--- config.mk ---
export PLATFORM = sky130hd
export DESIGN_NAME = bcd_calendar
export DESIGN_NICKNAME = d
export VERILOG_FILES = /design/src/rtl/tk_pkg.sv /design/src/rtl/tk_ctrl.sv /design/src/rtl/tk_datapath.sv /design/src/rtl/bcd_calendar.sv
export SDC_FILE = /design/constraint.sdc
export NUM_CORES = 1
export LEC_CHECK = 0
export BUFFER_PORTS_ARGS = -buffer_cell sky130_fd_sc_hd__buf_2
export CAP_MARGIN = 20
export CORE_ASPECT_RATIO = 0.6
export CORE_UTILIZATION = 50
export DETAILED_ROUTE_END_ITERATION = 10
export PLACE_DENSITY = 0.73
export SYNTH_ARGS = -nofsm -noshare
export SYNTH_HDL_FRONTEND = slang
export SYNTH_SLANG_ARGS = --single-unit
--- constraint.sdc ---
create_clock -name clk -period 4.1 [get_ports clk]
set_clock_uncertainty 0.1 [all_clocks]
set_input_delay 0.205 -clock clk [delete_from_list [all_inputs] [get_ports clk]]
set_output_delay 0.205 -clock clk [all_outputs]
set_load 0.01 [all_outputs]
--- src/rtl/tk_pkg.sv ---
package tk_pkg;
  localparam int BYTE_W    = 8;
  localparam int NUM_BYTES = 8;
  localparam int BUS_W     = BYTE_W * NUM_BYTES;

  localparam int IDX_SEC  = 0;
  localparam int IDX_MIN  = 1;
  localparam int IDX_HOUR = 2;
  localparam int IDX_DATE = 3;
  localparam int IDX_MON  = 4;
  localparam int IDX_YEAR = 5;
  localparam int IDX_WDAY = 6;
  localparam int IDX_CENT = 7;

  localparam logic [BYTE_W-1:0] CENT_RESET = 8'h20;

  typedef struct packed {
    logic                 advance;
    logic [NUM_BYTES-1:0] stageWr;
    logic [NUM_BYTES-1:0] applyMask;
  } tkStrobe_t;

  function automatic logic isBad(input logic [7:0] v);
    return (v[3:0] > 4'd9) || (v[7:4] > 4'd9);
  endfunction

  function automatic logic [7:0] bcdInc(input logic [7:0] v);
    if (v[3:0] >= 4'd9) return {v[7:4] + 4'd1, 4'd0};
    else                return {v[7:4], v[3:0] + 4'd1};
  endfunction

  // returns {carry, nextValue}
  function automatic logic [8:0] stepField(input logic [7:0] v,
                                           input logic [7:0] maxV,
                                           input logic [7:0] minV);
    if (isBad(v) || v >= maxV) return {1'b1, minV};
    else                       return {1'b0, bcdInc(v)};
  endfunction

  function automatic logic [7:0] daysInMonth(input logic [7:0] month,
                                             input logic [7:0] year);
    logic [6:0] yearBin;
    yearBin = 7'(year[7:4]) * 7'd10 + 7'(year[3:0]);
    case (month)
      8'h02:                      return (yearBin[1:0] == 2'd0) ? 8'h29 : 8'h28;
      8'h04, 8'h06, 8'h09, 8'h11: return 8'h30;
      default:                    return 8'h31;
    endcase
  endfunction
endpackage

--- src/rtl/tk_ctrl.sv ---
module tk_ctrl
  import tk_pkg::*;
(
  input  logic                 clk,
  input  logic                 rstN,
  input  logic                 secTick,
  input  logic [NUM_BYTES-1:0] loadMask,
  output tkStrobe_t            strb,
  output logic                 haltFlag
);
  logic                 haltQ;
  logic [NUM_BYTES-1:0] pendQ;

  always_ff @(posedge clk or negedge rstN) begin
    if (!rstN) begin
      haltQ <= 1'b1;
      pendQ <= '0;
    end else begin
      if (|loadMask) haltQ <= 1'b0;
      if (secTick) pendQ <= loadMask;
      else         pendQ <= pendQ | loadMask;
    end
  end

  always_comb begin
    strb.stageWr   = loadMask;
    strb.applyMask = secTick ? pendQ : '0;
    strb.advance   = secTick && !haltQ && (pendQ == '0);
  end

  assign haltFlag = haltQ;

  // the halt flag stays set until a load arrives
  p_halt_sticky_r2: assert property (@(posedge clk) disable iff (!rstN)
    haltQ && (loadMask == '0) |=> haltQ);

  // any load releases the halt
  p_load_clears_halt_r3: assert property (@(posedge clk) disable iff (!rstN)
    (|loadMask) |=> !haltFlag);

  // a staged load is applied on exactly one pulse
  p_apply_once_r3: assert property (@(posedge clk) disable iff (!rstN)
    (|strb.applyMask) && (loadMask == '0) |=> (strb.applyMask == '0));
endmodule

--- src/rtl/tk_datapath.sv ---
module tk_datapath
  import tk_pkg::*;
(
  input  logic             clk,
  input  logic             rstN,
  input  tkStrobe_t        strb,
  input  logic [BUS_W-1:0] loadBytes,
  output logic [BUS_W-1:0] timeBytes
);
  logic [BYTE_W-1:0] liveQ  [NUM_BYTES];
  logic [BYTE_W-1:0] stageQ [NUM_BYTES];
  logic [BYTE_W-1:0] advByte[NUM_BYTES];

  logic [8:0] secStep, minStep, hourStep, dateStep, wdayStep, monStep, yearStep, centStep;
  logic       hourCarry;
  logic [7:0] hourNext, dimNow;
  logic [4:0] hour12;
  logic       pmNow;

  always_comb begin
    secStep  = stepField(liveQ[IDX_SEC], 8'h59, 8'h00);
    minStep  = secStep[8] ? stepField(liveQ[IDX_MIN], 8'h59, 8'h00)
                          : {1'b0, liveQ[IDX_MIN]};
    hour12    = liveQ[IDX_HOUR][4:0];
    pmNow     = liveQ[IDX_HOUR][5];
    hourNext  = liveQ[IDX_HOUR];
    hourCarry = 1'b0;
    hourStep  = '0;
    if (minStep[8]) begin
      if (liveQ[IDX_HOUR][7]) begin
        hourStep  = stepField({2'b00, liveQ[IDX_HOUR][5:0]}, 8'h23, 8'h00);
        hourNext  = {2'b10, hourStep[5:0]};
        hourCarry = hourStep[8];
      end else if (isBad({3'b000, hour12}) || hour12 > 5'h12 || hour12 == 5'h00) begin
        hourNext = {2'b00, pmNow, 5'h12};  // illegal 12-hour value
      end else if (hour12 == 5'h11) begin
        hourNext  = {2'b00, ~pmNow, 5'h12};
        hourCarry = pmNow;
      end else if (hour12 == 5'h12) begin
        hourNext = {2'b00, pmNow, 5'h01};
      end else begin
        hourNext = {2'b00, pmNow, bcdInc({3'b000, hour12})[4:0]};
      end
    end
    dimNow   = daysInMonth(liveQ[IDX_MON], liveQ[IDX_YEAR]);
    dateStep = hourCarry ? stepField(liveQ[IDX_DATE], dimNow, 8'h01)
                         : {1'b0, liveQ[IDX_DATE]};
    wdayStep = hourCarry ? stepField(liveQ[IDX_WDAY], 8'h06, 8'h00)
                         : {1'b0, liveQ[IDX_WDAY]};
    monStep  = dateStep[8] ? stepField(liveQ[IDX_MON], 8'h12, 8'h01)
                           : {1'b0, liveQ[IDX_MON]};
    yearStep = monStep[8] ? stepField(liveQ[IDX_YEAR], 8'h99, 8'h00)
                          : {1'b0, liveQ[IDX_YEAR]};
    centStep = yearStep[8] ? stepField(liveQ[IDX_CENT], 8'h99, 8'h00)
                           : {1'b0, liveQ[IDX_CENT]};

    advByte[IDX_SEC]  = secStep[7:0];
    advByte[IDX_MIN]  = minStep[7:0];
    advByte[IDX_HOUR] = hourNext;
    advByte[IDX_DATE] = dateStep[7:0];
    advByte[IDX_MON]  = monStep[7:0];
    advByte[IDX_YEAR] = yearStep[7:0];
    advByte[IDX_WDAY] = wdayStep[7:0];
    advByte[IDX_CENT] = centStep[7:0];
  end

  for (genvar i = 0; i < NUM_BYTES; i++) begin : g_byte
    localparam logic [BYTE_W-1:0] RST_VAL = (i == IDX_CENT) ? CENT_RESET : '0;

    always_ff @(posedge clk or negedge rstN) begin
      if (!rstN) begin
        stageQ[i] <= '0;
        liveQ[i]  <= RST_VAL;
      end else begin
        if (strb.stageWr[i]) stageQ[i] <= loadBytes[i*BYTE_W +: BYTE_W];
        if (strb.applyMask[i])  liveQ[i] <= stageQ[i];
        else if (strb.advance)  liveQ[i] <= advByte[i];
      end
    end

    assign timeBytes[i*BYTE_W +: BYTE_W] = liveQ[i];
  end

  // with no strobes the time holds
  p_quiet_hold_r12: assert property (@(posedge clk) disable iff (!rstN)
    !strb.advance && (strb.applyMask == '0) |=> $stable(timeBytes));

  // an applying pulse leaves unmasked seconds alone
  p_apply_unmasked_r3: assert property (@(posedge clk) disable iff (!rstN)
    (|strb.applyMask) && !strb.applyMask[IDX_SEC] |=> $stable(liveQ[IDX_SEC]));

  // seconds stay within 00..59 once legal
  p_sec_range_r4: assert property (@(posedge clk) disable iff (!rstN)
    strb.advance && !isBad(liveQ[IDX_SEC]) && liveQ[IDX_SEC] <= 8'h59
    |=> !isBad(liveQ[IDX_SEC]) && liveQ[IDX_SEC] <= 8'h59);

  // AM/PM flips on the 11 to 12 step
  p_pm_toggle_r6: assert property (@(posedge clk) disable iff (!rstN)
    strb.advance && liveQ[IDX_SEC] == 8'h59 && liveQ[IDX_MIN] == 8'h59 &&
    liveQ[IDX_HOUR][7:6] == 2'b00 && liveQ[IDX_HOUR][4:0] == 5'h11
    |=> liveQ[IDX_HOUR][5] != $past(liveQ[IDX_HOUR][5]));

  // weekday stays within 0..6 once legal
  p_wday_range_r9: assert property (@(posedge clk) disable iff (!rstN)
    strb.advance && liveQ[IDX_WDAY] <= 8'h06 |=> liveQ[IDX_WDAY] <= 8'h06);
endmodule

--- src/rtl/bcd_calendar.sv ---
module bcd_calendar
  import tk_pkg::*;
(
  input  logic                 clk,
  input  logic                 rstN,
  input  logic                 secTick,
  input  logic [NUM_BYTES-1:0] loadMask,
  input  logic [BUS_W-1:0]     loadBytes,
  output logic [BUS_W-1:0]     timeBytes,
  output logic                 haltFlag
);
  tkStrobe_t strb;

  tk_ctrl i_ctrl (
    .clk      (clk),
    .rstN     (rstN),
    .secTick  (secTick),
    .loadMask (loadMask),
    .strb     (strb),
    .haltFlag (haltFlag)
  );

  tk_datapath i_datapath (
    .clk       (clk),
    .rstN      (rstN),
    .strb      (strb),
    .loadBytes (loadBytes),
    .timeBytes (timeBytes)
  );
endmodule

### Word-level counts from Yosys, hierarchy flattened

Cells that the tools add are included.

| word-level totals | value |
|---|---|
| register bits | 137 |
| output and inout port bits | 65 |
| logic and storage cells | 208 |
| input bits | 75 |

| cells by class | value |
|---|---|
| bitwise gates (word level) | 2 |
| reduce and logical (&&, ||, !) cells | 66 |
| add/sub/neg operators | 18 |
| magnitude comparators | 33 |
| multiplexer cells | 52 |
| $mul | 1 |
| equal/unequal tests | 9 |

Operators by type and width:

| kind | number |
|---|---|
| $mux W8 | 34 |
| $mux W9 | 10 |
| $add A4 B1 Y4 const B | 15 |
| $gt A4 B4 Y1 const B | 15 |
| $ge A4 B4 Y1 const B | 8 |
| $reduce_bool A2 Y1 | 15 |
| $reduce_bool A3 Y1 | 8 |
| $logic_or A1 B1 Y1 | 18 |
| $reduce_and A3 Y1 | 6 |
| $eq A8 B3 Y1 const B | 2 |
| $ge A8 B7 Y1 const B | 2 |
| $ge A8 B8 Y1 const B | 2 |
| $pmux W8 S2 | 1 |
| $reduce_and A2 Y1 | 8 |
| $eq A5 B5 Y1 const B | 2 |
| $mux W5 | 2 |
| $eq A8 B2 Y1 const B | 1 |
| $eq A8 B4 Y1 const B | 1 |
| $eq A8 B5 Y1 const B | 1 |
| $ge A8 B3 Y1 const B | 1 |
| $ge A8 B5 Y1 const B | 1 |
| $ge A8 B8 Y1 | 1 |
| $logic_not A8 Y1 | 1 |
| $or A8 B8 Y8 | 1 |
| 20 further kinds | 25 |

### Longest topological paths before layout

| depth | value |
|---|---|
| depth after elaboration | 14 |
| gate-level depth with buffers | 16 |
| mapped depth without buffers | 15 |

### Modules after synthesis

Synthesis repeated with hierarchy kept, for this count alone.

| unflattened totals | value |
|---|---|
| cell total of the unflattened synthesis | 725 |
| area, all modules | 7802.5 um^2 |

By module, submodules not included:

| module | area each (um^2) | times used | sequential area each (um^2) | cells an instance |
|---|---|---|---|---|
| tk_datapath | 7344.5 | 1 | 3204.3 | 685 |
| tk_ctrl | 457.9 | 1 | 226.5 | 40 |

### Least setup slack after synthesis

No wires, ideal clock.

| timing | value |
|---|---|
| path kind | register to register |
| from | register i_datapath.liveQ (netlist bit i_datapath.timeBytes[37]) |
| to | register i_datapath.liveQ (netlist bit i_datapath.timeBytes[35]) |
| clock period less this slack | 3212 ps |
| stages on the path, launching flop included | 17 |
| arrival time | 2986 ps |
| data required time | 3874 ps |
| setup time | 126 ps |
| slack | 888 ps |
| path buffers | 1 |
| cells stage by stage | dfrtp_1 -> inv_1 -> ha_1 -> mux2_2 -> nand2_1 -> o21ai_0 -> nand2_1 -> nand2_1 -> o31ai_1 -> ha_1 -> nor4b_1 -> o22a_1 -> nand3_1 -> clkbuf_1 -> a31oi_2 -> nor4_1 -> a221o_1 |

| on the way | value |
|---|---|
| longest elaborated chain between the ends | 9 |
| elaborated cells on any way between the ends | 21 |
| classes of those cells | order compare: 3; eq/ne: 5; mux: 7; reduce/logical: 6 |

RTL lines:

| what | line | source |
|---|---|---|
| start: declaration | tk_datapath.sv:10 | `logic [BYTE_W-1:0] liveQ [NUM_BYTES];` |
| start signal: indexed assignment | tk_datapath.sv:76 | `if (strb.applyMask[i]) liveQ[i] <= stageQ[i];` |
| start signal: indexed assignment | tk_datapath.sv:77 | `else if (strb.advance) liveQ[i] <= advByte[i];` |
| $eq A8 B3 Y1 (tied with other cells) | tk_pkg.sv:44 | `case (month)` |
| $reduce_or A4 Y1 | tk_pkg.sv:44 |  |
| $pmux W8 S2 | tk_pkg.sv:44 |  |
| $ge A8 B8 Y1 | tk_pkg.sv:36 | `if (isBad(v) \|\| v >= maxV) return {1'b1, minV};` |
| $logic_or A1 B1 Y1 | tk_pkg.sv:36 |  |
| $mux W9 | tk_pkg.sv:36 |  |
| $mux W9 | tk_datapath.sv:46 | `dateStep = hourCarry ? stepField(liveQ[IDX_DATE], dimNow, 8'h01)` |
| $reduce_bool A2 Y1 (no line) | - |  |
| $reduce_and A2 Y1 (no line) | - |  |

Several ways; a longest one is shown, not always the timed one. The select of a mux whose other input is x is not followed.
A chain may end at the register's enable or synchronous reset.

### Worst setup path in the final report

| timing | value |
|---|---|
| from | register i_datapath.liveQ (netlist bit i_datapath.timeBytes[37]) |
| to | register i_datapath.liveQ (netlist bit i_datapath.timeBytes[36]) |

| on the way | value |
|---|---|
| longest elaborated chain between the ends | 9 |
| elaborated cells on any way between the ends | 22 |
| classes of those cells | order compare: 3; eq/ne: 5; mux: 7; reduce/logical: 7 |

RTL lines:

| what | line |
|---|---|
| $eq A8 B3 Y1 (tied with other cells) | tk_pkg.sv:44 |
| $reduce_or A4 Y1 | tk_pkg.sv:44 |
| $pmux W8 S2 | tk_pkg.sv:44 |
| $ge A8 B8 Y1 | tk_pkg.sv:36 |
| $logic_or A1 B1 Y1 | tk_pkg.sv:36 |
| $mux W9 | tk_pkg.sv:36 |
| $mux W9 | tk_datapath.sv:46 |
| $reduce_bool A2 Y1 (no line) | - |
| $reduce_and A3 Y1 (no line) | - |

Several ways; a longest one is shown, not always the timed one. The select of a mux whose other input is x is not followed.

==> metrics.txt <==
Pleak=4.52 nW; vias in the first global route=6680; Detail Route Antenna Nets=0; Distinct cells, synth=80; synthesized area=0.00770 mm2; Max Used Layer=met4; clk_lat worst skew=0.43 ns; port bufs=139; mean area per synthesized cell=10.7 um2; Post-CTS Repair Setup Buffers=0; FMAX=0.273 GHz; asr flop ratio synth=1.00; Die Width=162 um; DP HPWL=14500 um; CP max FO=8; Residual DRC=0; total CTS buffers=17; RSZ-0062 raised after global routing=no; clock root cell=clkbuf_16; Final min period=3.66 ns; Syn. warnings=0; Register Area=0.00343 mm2; CTS sink count=137; Die Y=98.1 um; starting density of the core=0.521; Rel. slew slack=0.518; number of core rows=34; crit path capture type=register; first-pass GRT wire length=34100 um; CP Data Required Time=4.34 ns; Fin Setup TNS=0 ns; via count=6658; Area Overhead vs Synth=27.7%; Hold Buf Count CTS=65; worst slew pin tran=0.718 ns; remaining global-route overflow=0; 1st-pass router iterations=6; fin cells=1133; Antenna Cells=0; clock-pin transition on the worst setup and hold timing paths=0.06 ns; count of flip-flops with a built-in enable after synthesis=0; Post-Place Cells=1036; worst setup path category=register to register; drt initial violations=552; Period Utilization, post-route=0.892; Final Wtd Congestion=0.935; Finish-stage setup viols=0; Final Slew Violations=0; maximum vdd ir drop=0.310 mV; CTS tree=yes; final WL=20800 um; layout cell share with drive strength beyond 1=0.284; fill count=1091; die area=0.0159 mm2; Routed wire per std cell=18.3 um; All-Layer GR Usage=0.273; CTS resizes=0; Final Hold Viols=0; top_reg_cell synth=dfrtp_1; PD cells=475 mW/mm2; met1 WL=9810 um; initial antenna violation count=0; Max Cap Violations=0; wire length on met3=1530 um; Yosys reg bits=137; I/O pin total=140; sequential fraction of the synthesis area=0.446; status=finished, final reports clean; HP Class=input port to register; drt via density=5.88; Setup crit start kind=register; Arr. time, crit path=3.90 ns; syn nets=848; multi-input logic area=0.00393 mm2; core area=0.0148 mm2; largest net degree at the start of global routing=60; fin nets=1051; Syn Inst Count=719; met2 WL=9170 um; Bufs on Longest Clock Path=2; H-tree levels=4
## worst paths after layout
path                                                      start                                   end  slack [ns]  cells past startpoint
min reg2reg                    i_datapath.stageQ[9]$_DFFE_PN0P_  i_datapath.timeBytes[49]$_DFFE_PN0P_        0.38                      2
max reg2reg                i_datapath.timeBytes[37]$_DFFE_PN0P_  i_datapath.timeBytes[36]$_DFFE_PN0P_        0.44                     16
min                                                 loadMask[5]           i_ctrl.haltFlag$_DFFE_PN1P_        0.03                      2
max in group asynchronous                                  rstN  i_datapath.timeBytes[61]$_DFFE_PN1P_        2.73                      3
min in group asynchronous                                  rstN  i_datapath.timeBytes[22]$_DFFE_PN0P_        0.20                      2
max                        i_datapath.timeBytes[37]$_DFFE_PN0P_  i_datapath.timeBytes[36]$_DFFE_PN0P_        0.44                     16
## cell families (layout without fill, tap and decap cells)
group                    Yosys count  after routing  share of synthesized area
XOR/XNOR                           1              1                    0.00114
buffers and inverters             81            297                     0.0434
AND/OR/NAND/NOR                  185            185                      0.134
flip-flops                       137            137                      0.446
AO/OA/AOI/OAI                    189            189                      0.183
adder cells (fa/ha/maj)           54             54                     0.0878
multiplexers                      72             72                      0.105
## placed cells by master (no fill, tap or decap), types with 5 or more instances in the layout
cell type      instances
a22oi_1                6
a21o_1                12
o31ai_1                6
o211ai_1               9
and3_1                10
and2_1                 9
mux2_2                67
a32oi_1               14
clkbuf_16             17
nand3_1               23
inv_1                 55
o311ai_0               5
nand4_1               10
nor3b_1                6
nand2_1               46
nor3_1                10
o22ai_1                5
a31oi_1                8
a221oi_1               6
dfrtp_1              135
o21bai_1               8
a21oi_1               20
ha_1                  54
a22o_1                10
o21ai_0               34
dlygate4sd3_1         65
a221o_1                6
nor2_1                30
a211oi_1               5
inv_6                  5
nor4_1                 5
buf_4                  6
buf_2                138
## cell usage after synthesis, types with 8 or more instances
cell      instances  area [um2]
ha_1             54         676
clkbuf_1         18        67.6
a21oi_1          20         100
nand2_1          46         173
o211ai_1          9        67.6
a22o_1           10        87.6
dfrtp_1         135        3380
nor3_1           10        50.1
nor2_1           30         113
a21o_1           12        90.1
nand3_1          23         115
mux2_2           67         754
inv_1            55         206
a31oi_1           8        50.1
and2_1            9        56.3
and3_1           10        62.6
o21bai_1          8        60.1
nand4_1          10        62.6
a32oi_1          14         123
o21ai_0          34         170
## worst max-delay path: stages (launching register included)
cell,delay (ns)
dfrtp_1,0.42
inv_1,0.10
ha_1,0.22
mux2_2,0.18
nand2_1,0.05
o21ai_0,0.23
nand2_1,0.09
nand2_1,0.06
o31ai_1,0.07
ha_1,0.28
nor4b_1,0.30
o22a_1,0.23
nand3_1,0.16
buf_4,0.22
a31oi_2,0.39
or2_2,0.25
mux2i_1,0.22
## per-stage QoR
stage / setup slack [ns] / power (mW) / cell area, um2 / util / hold slack [ns]
after floorplan: 0.888 / 2.55 / 7700 / - / -0.191
after global placement: 0.687 / 2.93 / 8560 / 0.580 / 0.108
after detailed placement: 0.519 / 2.99 / 8560 / 0.580 / 0.113
after CTS: 0.488 / 4.65 / 9830 / 0.666 / 0.0302
after global routing: 0.0316 / 4.90 / 9830 / 0.666 / 0.0477
final: 0.441 / 4.67 / 9830 / 0.666 / 0.0313
## report_power, final
group	switching, mW	internal (mW)
registers	0.267	1.55
clock network	0.650	0.971
logic	0.685	0.552
total	1.60	3.07
## flip-flops by register name, indices dropped and copies added, names as in the netlist
register	cells
i_ctrl.haltFlag	1
i_ctrl.pendQ	8
i_datapath.stageQ	64
i_datapath.timeBytes	64
## metal layers
| metal | GRT usage | up-vias |
|---|---|---|
| met5 | 0 | - |
| met4 | 0.0740 | 0 |
| met3 | 0.0671 | 29 |
| met2 | 0.410 | 299 |
| met1 | 0.391 | 3251 |
| li1 | - | 3079 |
## cell type report
class / count / share of cell area
timing repair buffer: 210 / 0.142
inverter: 55 / 0.0210
clock buffer: 18 / 0.0437
sequential: 137 / 0.349
multi-input combinational: 501 / 0.400
tap: 198 / 0.0252
clock inverter: 14 / 0.0187
Power figures use the tool's default switching activity.
